--- config.mk ---
export PLATFORM = sky130hd
export DESIGN_NAME = vlc_legal_check
export DESIGN_NICKNAME = d
export VERILOG_FILES = /design/src/rtl/vlc_pkg.sv /design/src/rtl/vlc_align_bank.sv /design/src/rtl/vlc_fp_gate.sv /design/src/rtl/vlc_shape_rules.sv /design/src/rtl/vlc_legal_check.sv
export SDC_FILE = /design/constraint.sdc
export NUM_CORES = 1
export LEC_CHECK = 0
export ABC_AREA = 1
export ABC_CLOCK_PERIOD_IN_PS = 31100
export CORE_MARGIN = 2
export CORE_UTILIZATION = 35
export DETAILED_ROUTE_END_ITERATION = 8
export GPL_TIMING_DRIVEN = 0
export PLACE_DENSITY = 0.57
export SLEW_MARGIN = 5
export SYNTH_ARGS = -nofsm -noshare
export SYNTH_HDL_FRONTEND = slang
export SYNTH_SLANG_ARGS = --single-unit
--- constraint.sdc ---
create_clock -name vclk -period 31.1
set_input_delay 7.775 -clock vclk [all_inputs]
set_output_delay 7.775 -clock vclk [all_outputs]
set_load 0.05 [all_outputs]
--- src/rtl/vlc_pkg.sv ---
package vlc_pkg;

  typedef enum logic [4:0] {
    FMT_SGL_VV = 5'd0,
    FMT_SGL_VX = 5'd1,
    FMT_MSK_VV = 5'd2,
    FMT_MSK_VX = 5'd3,
    FMT_WID_VV = 5'd4,
    FMT_WID_VX = 5'd5,
    FMT_WID_WV = 5'd6,
    FMT_WID_WX = 5'd7,
    FMT_NAR_WV = 5'd8,
    FMT_NAR_WX = 5'd9,
    FMT_CAR_VV = 5'd10,
    FMT_CAR_VX = 5'd11,
    FMT_RED    = 5'd12,
    FMT_RED_W  = 5'd13,
    FMT_SLD_UP = 5'd14,
    FMT_SLD_DN = 5'd15,
    FMT_GTH_VV = 5'd16,
    FMT_GTH_VX = 5'd17,
    FMT_CMPR   = 5'd18,
    FMT_WCVT   = 5'd19,
    FMT_NCVT   = 5'd20
  } vfmt_e;

  // Number of registers in a group for a given log2 multiplier.
  function automatic int grp_size(int l);
    return (l <= 0) ? 1 : (1 << l);
  endfunction

  // Group base must be a multiple of the group size.
  function automatic logic reg_aligned(int r, int l);
    if (l <= 0) return 1'b1;
    return (r & ((1 << l) - 1)) == 0;
  endfunction

  // Two register spans [a, a+an) and [b, b+bn) share at least one register.
  function automatic logic spans_meet(int a, int an, int b, int bn);
    int hi;
    int lo;
    hi = ((a + an) > (b + bn)) ? (a + an) : (b + bn);
    lo = (a < b) ? a : b;
    return (hi - lo) < (an + bn);
  endfunction

  // Destination group may coexist with a source group: either disjoint, or a
  // wider destination whose upper part alone covers the source.
  function automatic logic group_clear(int d, int dl, int s, int sl);
    int dn;
    int sn;
    dn = grp_size(dl);
    sn = grp_size(sl);
    if (dn > sn && d < s && sl >= 0 &&
        spans_meet(d, dn, s, sn) && !spans_meet(d, dn, s + sn, sn))
      return 1'b1;
    return !spans_meet(d, dn, s, sn);
  endfunction

endpackage

--- src/rtl/vlc_align_bank.sv ---
module vlc_align_bank #(
  parameter int REG_W  = 5,
  parameter int LMUL_W = 3,
  parameter int NOPS   = 3
) (
  input  logic [NOPS-1:0][REG_W-1:0] regs_i,
  input  logic [LMUL_W-1:0]          lmul_i,
  output logic [NOPS-1:0]            base_ok_o,
  output logic [NOPS-1:0]            dbl_ok_o
);
  import vlc_pkg::*;

  for (genvar gi = 0; gi < NOPS; gi++) begin : g_op
    assign base_ok_o[gi] = reg_aligned(int'(regs_i[gi]), int'($signed(lmul_i)));
    assign dbl_ok_o[gi]  = reg_aligned(int'(regs_i[gi]), int'($signed(lmul_i)) + 1);
  end

endmodule

--- src/rtl/vlc_fp_gate.sv ---
module vlc_fp_gate #(
  parameter int SEW_W = 2
) (
  input  logic             is_fp_i,
  input  logic [1:0]       fs_state_i,
  input  logic [SEW_W-1:0] sew_i,
  input  logic             has_f_i,
  input  logic             has_d_i,
  input  logic             wcvt_i,
  input  logic             ncvt_i,
  output logic             fp_ok_o
);
  logic width_ok;

  always_comb begin
    if (wcvt_i) begin
      // Shifted mapping: the widened result is one size up.
      unique case (sew_i)
        2'd1:    width_ok = has_f_i;
        2'd2:    width_ok = has_d_i;
        default: width_ok = 1'b0;
      endcase
    end else begin
      unique case (sew_i)
        2'd1, 2'd2: width_ok = has_f_i;
        2'd3:       width_ok = has_d_i && !ncvt_i;
        default:    width_ok = 1'b0;
      endcase
    end
    fp_ok_o = !is_fp_i || ((fs_state_i != 2'd0) && width_ok);
  end

endmodule

--- src/rtl/vlc_shape_rules.sv ---
module vlc_shape_rules #(
  parameter int REG_W  = 5,
  parameter int LMUL_W = 3,
  parameter int SEW_W  = 2
) (
  input  logic [4:0]        fmt_i,
  input  logic [REG_W-1:0]  vd_i,
  input  logic [REG_W-1:0]  vs1_i,
  input  logic [REG_W-1:0]  vs2_i,
  input  logic              vm_i,
  input  logic [LMUL_W-1:0] lmul_i,
  input  logic [SEW_W-1:0]  sew_i,
  input  logic [2:0]        base_ok_i,  // 0: vd, 1: vs1, 2: vs2
  input  logic [2:0]        dbl_ok_i,
  output logic              shape_ok_o
);
  import vlc_pkg::*;

  localparam logic [SEW_W-1:0] SEW_MAX = '1;

  int   d, s1, s2, l;
  logic vm_ok, lim_ok, ss_ok, wide_com, narrow_com;
  logic ds2_ok, ds1_ok, sd_ok, ms2_ok, ms1_ok;

  always_comb begin
    d  = int'(vd_i);
    s1 = int'(vs1_i);
    s2 = int'(vs2_i);
    l  = int'($signed(lmul_i));

    vm_ok      = vm_i || (vd_i != '0);
    lim_ok     = (l <= 2) && (sew_i != SEW_MAX);
    ss_ok      = vm_ok && base_ok_i[0] && base_ok_i[2];
    wide_com   = lim_ok && dbl_ok_i[0] && vm_ok;
    ds2_ok     = wide_com && base_ok_i[2] && group_clear(d, l + 1, s2, l);
    ds1_ok     = wide_com && base_ok_i[1] && group_clear(d, l + 1, s1, l);
    narrow_com = lim_ok && dbl_ok_i[2] && base_ok_i[0] && vm_ok;
    sd_ok      = narrow_com && ((vd_i == vs2_i) || group_clear(d, l, s2, l + 1));
    ms2_ok     = base_ok_i[2] && ((vd_i == vs2_i) || group_clear(d, 0, s2, l));
    ms1_ok     = base_ok_i[1] && ((vd_i == vs1_i) || group_clear(d, 0, s1, l));

    unique case (fmt_i)
      FMT_SGL_VV: shape_ok_o = ss_ok && base_ok_i[1];
      FMT_SGL_VX: shape_ok_o = ss_ok;
      FMT_MSK_VV: shape_ok_o = ms2_ok && ms1_ok;
      FMT_MSK_VX: shape_ok_o = ms2_ok;
      FMT_WID_VV: shape_ok_o = ds2_ok && base_ok_i[1] && group_clear(d, l + 1, s1, l);
      FMT_WID_VX: shape_ok_o = ds2_ok;
      FMT_WID_WV: shape_ok_o = ds1_ok && dbl_ok_i[2];
      FMT_WID_WX: shape_ok_o = wide_com && dbl_ok_i[2];
      FMT_NAR_WV: shape_ok_o = sd_ok && base_ok_i[1];
      FMT_NAR_WX: shape_ok_o = sd_ok;
      FMT_CAR_VV: shape_ok_o = (vd_i != '0) && ss_ok && base_ok_i[1];
      FMT_CAR_VX: shape_ok_o = (vd_i != '0) && ss_ok;
      FMT_RED:    shape_ok_o = base_ok_i[2];
      FMT_RED_W:  shape_ok_o = base_ok_i[2] && (sew_i != SEW_MAX);
      FMT_SLD_UP: shape_ok_o = ss_ok && (vd_i != vs2_i);
      FMT_SLD_DN: shape_ok_o = ss_ok;
      FMT_GTH_VV: shape_ok_o = ss_ok && base_ok_i[1] && (vd_i != vs2_i) && (vd_i != vs1_i);
      FMT_GTH_VX: shape_ok_o = ss_ok && (vd_i != vs2_i);
      FMT_CMPR:   shape_ok_o = base_ok_i[0] && base_ok_i[2] && (vd_i != vs2_i) &&
                               !spans_meet(d, grp_size(l), s1, 1);
      FMT_WCVT:   shape_ok_o = ds2_ok;
      FMT_NCVT:   shape_ok_o = sd_ok;
      default:    shape_ok_o = 1'b0;
    endcase
  end

endmodule

--- src/rtl/vlc_legal_check.sv ---
module vlc_legal_check #(
  parameter int REG_W  = 5,
  parameter int LMUL_W = 3,
  parameter int SEW_W  = 2
) (
  input  logic [4:0]        fmt_i,
  input  logic [REG_W-1:0]  vd_i,
  input  logic [REG_W-1:0]  vs1_i,
  input  logic [REG_W-1:0]  vs2_i,
  input  logic              vm_i,
  input  logic [LMUL_W-1:0] lmul_i,
  input  logic [SEW_W-1:0]  sew_i,
  input  logic [1:0]        vs_state_i,
  input  logic [1:0]        fs_state_i,
  input  logic              has_f_i,
  input  logic              has_d_i,
  input  logic              is_fp_i,
  output logic              legal_o
);
  import vlc_pkg::*;

  localparam logic [LMUL_W-1:0] LMUL_RSVD = {1'b1, {(LMUL_W-1){1'b0}}};

  logic [2:0][REG_W-1:0] regs;
  logic [2:0]            base_ok, dbl_ok;
  logic                  vec_on, lmul_ok, fp_ok, shape_ok;

  // Named events for the assertions.
  logic masked_v0, masking_cls, wide_cls, fp_byte, slide_self;

  assign regs = {vs2_i, vs1_i, vd_i};

  vlc_align_bank #(.REG_W(REG_W), .LMUL_W(LMUL_W), .NOPS(3)) u_align (
    .regs_i    (regs),
    .lmul_i    (lmul_i),
    .base_ok_o (base_ok),
    .dbl_ok_o  (dbl_ok)
  );

  vlc_fp_gate #(.SEW_W(SEW_W)) u_fp (
    .is_fp_i    (is_fp_i),
    .fs_state_i (fs_state_i),
    .sew_i      (sew_i),
    .has_f_i    (has_f_i),
    .has_d_i    (has_d_i),
    .wcvt_i     (fmt_i == FMT_WCVT),
    .ncvt_i     (fmt_i == FMT_NCVT),
    .fp_ok_o    (fp_ok)
  );

  vlc_shape_rules #(.REG_W(REG_W), .LMUL_W(LMUL_W), .SEW_W(SEW_W)) u_shape (
    .fmt_i      (fmt_i),
    .vd_i       (vd_i),
    .vs1_i      (vs1_i),
    .vs2_i      (vs2_i),
    .vm_i       (vm_i),
    .lmul_i     (lmul_i),
    .sew_i      (sew_i),
    .base_ok_i  (base_ok),
    .dbl_ok_i   (dbl_ok),
    .shape_ok_o (shape_ok)
  );

  assign vec_on  = (vs_state_i != 2'd0);
  assign lmul_ok = (lmul_i != LMUL_RSVD);
  assign legal_o = vec_on && lmul_ok && fp_ok && shape_ok;

  assign wide_cls = (fmt_i >= FMT_WID_VV && fmt_i <= FMT_NAR_WX) ||
                    fmt_i == FMT_WCVT || fmt_i == FMT_NCVT;
  assign masking_cls = !(fmt_i == FMT_MSK_VV || fmt_i == FMT_MSK_VX ||
                         fmt_i == FMT_RED || fmt_i == FMT_RED_W ||
                         fmt_i == FMT_CMPR);
  assign masked_v0  = !vm_i && (vd_i == '0);
  assign fp_byte    = is_fp_i && (sew_i == '0);
  assign slide_self = (fmt_i == FMT_SLD_UP) && (vd_i == vs2_i);

  always_comb begin
    if (!vec_on)
      a_r1_vec_off: assert (!legal_o) else $error("R1: legal with vector unit off");
    if (fp_byte)
      a_r2_fp_byte: assert (!legal_o) else $error("R2: legal FP op at byte width");
    if (wide_cls && $signed(lmul_i) > 2)
      a_r6_wide_ceiling: assert (!legal_o) else $error("R6: widening beyond multiplier ceiling");
    if (masked_v0 && masking_cls)
      a_r5_mask_v0: assert (!legal_o) else $error("R5: masked write to v0 accepted");
    if (slide_self)
      a_r11_slide_self: assert (!legal_o) else $error("R11: slide-up onto own source accepted");
  end

endmodule

==> results of run 1 <==
==> cell usage after synthesis (all sizes together) (2+ instances only) <==
cell type | count | area, um^2
a2111oi | 2 | 17.5
a211oi | 39 | 293
a21boi | 10 | 75.1
a21o | 5 | 37.5
a21oi | 430 | 2160
a221oi | 3 | 26.3
a22o | 2 | 17.5
a31oi | 24 | 150
and2 | 12 | 75.1
and3 | 4 | 25.0
buf | 35 | 191
clkbuf | 50 | 190
clkinv | 8 | 30.0
conb | 2 | 7.51
fa | 14 | 280
ha | 803 | 10000
inv | 584 | 2190
nand2 | 1120 | 4250
nand3 | 265 | 1350
nand3b | 12 | 90.1
nand4 | 125 | 816
nor2 | 452 | 1840
nor3 | 91 | 502
nor3b | 2 | 15.0
nor4 | 49 | 313
nor4b | 5 | 50.0
o2111ai | 4 | 35.0
o211ai | 26 | 195
o21a | 15 | 113
o21ai | 257 | 1330
o21bai | 15 | 113
o221ai | 25 | 219
o22ai | 3 | 32.5
o311ai | 2 | 17.5
o31ai | 19 | 143
o41ai | 2 | 17.5
or2 | 14 | 87.6
xnor2 | 50 | 438
xor2 | 251 | 2230
==> area by class of cell <==
type / instances / area share [%]
Buffer: 85 / 1.14
Inverter: 592 / 6.61
Multi-Input combinational cell: 4633 / 87.1
Tap cell: 1144 / 4.26
Timing Repair Buffer: 31 / 0.923
==> through the flow <==
step                      area (um^2)  hold WS, ps  std cells  power (mW)
after floorplan                 31900        15860       5310       0.982
after global placement          33600        16620       6485        1.18
after detailed placement        33600        16630       6485        1.20
after CTS                       33600        16640       6485        1.21
after global routing            33600        16680       6485        1.53
final                           33600        16640       6485        1.33
==> metal layers <==
layer	global-route usage, %	wire length, um
met1	33.6	52200
met2	37.0	44800
met3	1.05	5660
met4	5.24	2850
met5	0	0
==> critical path: cells and delay by family <==
kind                       cells  cell delay, ps
adders and majority gates      6            2070
xor gates and xnor gates       2             810
and+or+nand+nor               25            3120
buffers and inverters         10            3000
AOI/OAI and AO/OA             15            3230
==> where the power goes <==
| part | switching (mW) | internal [mW] | total, mW | leakage [nW] |
|---|---|---|---|---|
| logic | 0.847 | 0.482 | 1.33 | 18.9 |
| registers | 0 | 0 | 0 | 0 |
| clock network | 0 | 0 | 0 | 0 |
==> final timing paths <==
check | start | depth (start not counted) | slack, ps | end
min | lmul_i[2] | 5 | 16640 | legal_o
max | lmul_i[0] | 58 | 3290 | legal_o
==> logic make-up (layout without fill, tap and decap cells) <==
logic type / count (synthesis) / after routing / synth area share, %
AOI/OAI and AO/OA: 891 / 891 / 16.8
xor gates and xnor gates: 301 / 301 / 8.86
adders and majority gates: 817 / 817 / 34.3
buffers and inverters: 677 / 708 / 8.66
other: 2 / 473 / 0.0250
and+or+nand+nor: 2151 / 2151 / 31.3
==> run metrics, run 1 <==
status=finished, final reports clean; leading cell type in the layout, fill and taps excluded=nand2_1; Final setup viols=0; detailed placement HPWL=90300 um; post-route clock period utilization=89.4%; initial antenna violation count=0; Setup crit end kind=primary output; die width=297 um; Post-Syn Area=0.0301 mm^2; Slew @ Worst Pin=1310 ps; GR Util All Layers=23.0%; DR vias/cell=5.08; multi-input logic area=0.0293 mm^2; final core utilization=39.5%; FF+latch area=0 um^2; Startpoint Class=primary input; Site Rows=107; Starting Density=35.3%; cts repair resizes=0; CP Data Arrival Time=20040 ps; Chip Height=297 um; die area=0.0883 mm^2; CP max FO=10; final hold vios=0; fin nets=6193; routability cong.=0.975; FFs & Latches=0; via count=32900; first-pass GRT wire length=165000 um; Required @ worst endpoint=23330 ps; largest incremental delay on the critical path=800 ps; relative slew slack=12.0%; I/O Pins=34; layout cells sized above 1=2.83%; Worst Path Class, Setup=in2out; Placement Setup Slack=3350 ps; Initial DRC Count=2482; Avg WL per Cell=16.3 um; antenna violation net count after detailed routing=0; fmax=0.0360 GHz; postcts setup bufs=0; Crit-path slowest cell=clkdlybuf4s50_1; Layout fillers=9621; CTS Hold Bufs=0; min Tclk post-route=27810 ps; drt pass-1 iters=8; DRC violations left=0; Seq/Total Area, Yosys=0%; Post-Syn Area per Cell=6.22 um^2; count of cell types in the netlist=72; most frequent cells in the layout=nand2_1 (1102), ha_1 (803), inv_1 (565); leakage=18.9 nW; Final TNS setup=0 ps; total of max-cap violations=0; CORE AREA=0.0851 mm^2; vias in the first global route=30400; Slew Limit Fails=0; number of antenna repair diodes=0; Synth warnings=0; PortBufs=31; area grow syn2layout=11.7%; Syn Inst Count=4839; total wire length=105000 um; worst hold path class=in2out; RSZ-0062 raised after global routing=no; Pwr per Cell Area=39.5 mW/mm^2; Worst Slack Setup Final=3290 ps; total gr overflow=0; Most common cell on crit path=nand2_1; Worst VDD drop=0.0000230 V; largest net degree at the start of global routing=16; clock buffer count=0
No activity file was read; power rests on OpenSTA's default activity.
==> inputs of run 2 (changes only) <==
Settings changed: GPL_ROUTABILITY_DRIVEN set to 0, SYNTH_HIERARCHICAL set to 1.
==> run 2 against run 1 <==
Core utilization grew 0.46 points; final area grew 1.6%; setup slack lost 830 ps; hold slack gained 170 ps; critical endpoint unchanged; highest routed layer unchanged; first-iteration DRC count grew 5.6%; combinational power shrank 7%.
==> run metrics, run 2 <==
relative slew slack=12.4%; Worst Hold Launch=vs_state_i[0]; CORE AREA=0.0855 mm^2; DR vias/cell=5.02; multi-input logic area=0.0297 mm^2; CTS Hold Bufs=0; number of antenna repair diodes=0; post-route clock period utilization=92.1%; area grow syn2layout=12.5%; die width=298 um; Initial DRC Count=2621; Startpoint Class=primary input; initial antenna violation count=0; Chip Height=298 um; Final TNS setup=0 ps; first-pass GRT wire length=162000 um; status=finished, final reports clean; largest incremental delay on the critical path=960 ps; RSZ-0062 raised after global routing=no; min Tclk post-route=28640 ps; Slew Limit Fails=0; hold path depth=6; total gr overflow=0; Post-Syn Area per Cell=6.21 um^2; fin nets=6293; CP Data Arrival Time=20860 ps; layout cells sized above 1=4.21%; Setup crit end kind=primary output; Final setup viols=0; cts repair resizes=0; leading cell type in the layout, fill and taps excluded=nand2_1; hold_ws=16810 ps; CP max FO=14; GR Util All Layers=22.3%; worst hold path class=in2out; final hold vios=0; Worst Path Class, Setup=in2out; Required @ worst endpoint=23330 ps; vias in the first global route=30700; postcts setup bufs=0; total wire length=102000 um; via count=33000; most frequent cells in the layout=nand2_1 (1146), ha_1 (799), inv_1 (557); Avg WL per Cell=15.4 um; drt pass-1 iters=6; largest net degree at the start of global routing=19; PortBufs=34; hold endpoint=legal_o; FF+latch area=0 um^2; I/O Pins=34; Worst VDD drop=0.0000181 V; Slew @ Worst Pin=1310 ps; fmax=0.0349 GHz; antenna violation net count after detailed routing=0; Pwr per Cell Area=36.2 mW/mm^2; final core utilization=39.9%; leakage=19.4 nW; Final Power=1.24 mW; Crit-path slowest cell=clkdlybuf4s50_1; die area=0.0891 mm^2; Starting Density=35.5%; Layout fillers=9510; total of max-cap violations=0; Most common cell on crit path=nand2_1; FFs & Latches=0; DRC violations left=0; Synth warnings=6; clock buffer count=0; detailed placement HPWL=87500 um; Post-Syn Area=0.0303 mm^2; Site Rows=107; Syn Inst Count=4884
run 2: cell count changes in the layout (fill, tap and decap cells not counted), moves of 11 or more:
cell      change
a21oi_1      -23
conb_1       +48
nand2_1      +44
o31ai_1      -12
clkbuf_1     -15
xor2_1       -34
nor2_1       +29
nand3_1      -13
o221ai_1     -15
nor2_2       +11
run 2: final cells by class:
class	instances	area share, %
well taps	1144	4.19
inverters	597	6.58
repair buffers	38	1.13
multi-input cells	4724	86.8
plain buffers	82	1.26
run 2: critical path: cells and delay by family:
family                     cells  cell delay, ps
adders and majority gates      6            2190
AOI/OAI and AO/OA             15            3000
buffers and inverters         13            3110
and+or+nand+nor               25            3780
xor gates and xnor gates       3            1000
run 2: through the flow:
| step | std cells | worst slack, ps | area [um^2] |
|---|---|---|---|
| 2_1_floorplan | 5403 | 6450 | 32300 |
| 3_5_place_dp | 6585 | 2800 | 34200 |
| 5_1_grt | 6585 | 1450 | 34200 |
| 4_1_cts | 6585 | 2760 | 34200 |
| 6_report | 6585 | 2460 | 34200 |
| 3_3_place_gp | 6581 | 1390 | 34100 |
run 2: power by group:
group | total (mW) | internal [mW] | switching, mW | leakage [nW]
clock | 0 | 0 | 0 | 0
combinational | 1.24 | 0.453 | 0.783 | 19.4
sequential | 0 | 0 | 0 | 0
total | 1.24 | 0.453 | 0.783 | 19.4
run 2: worst max-delay path by stage:
stage               slack (ps)  cells after the start      end  startpoint
floorplan                 6450                     59  legal_o   lmul_i[0]
global placement          1390                     60  legal_o   lmul_i[0]
detailed placement        2800                     62  legal_o   lmul_i[0]
CTS                       2760                     62  legal_o   lmul_i[0]
global route              1450                     62  legal_o   lmul_i[0]
finish                    2460                     62  legal_o   lmul_i[0]
run 2: layer usage:
metal  global-route usage (%)  share of wire (%)
met3                     1.96                6.3
met4                     5.61                3.0
met2                     35.9                 42
met1                     31.7                 48
met5                        0                  0
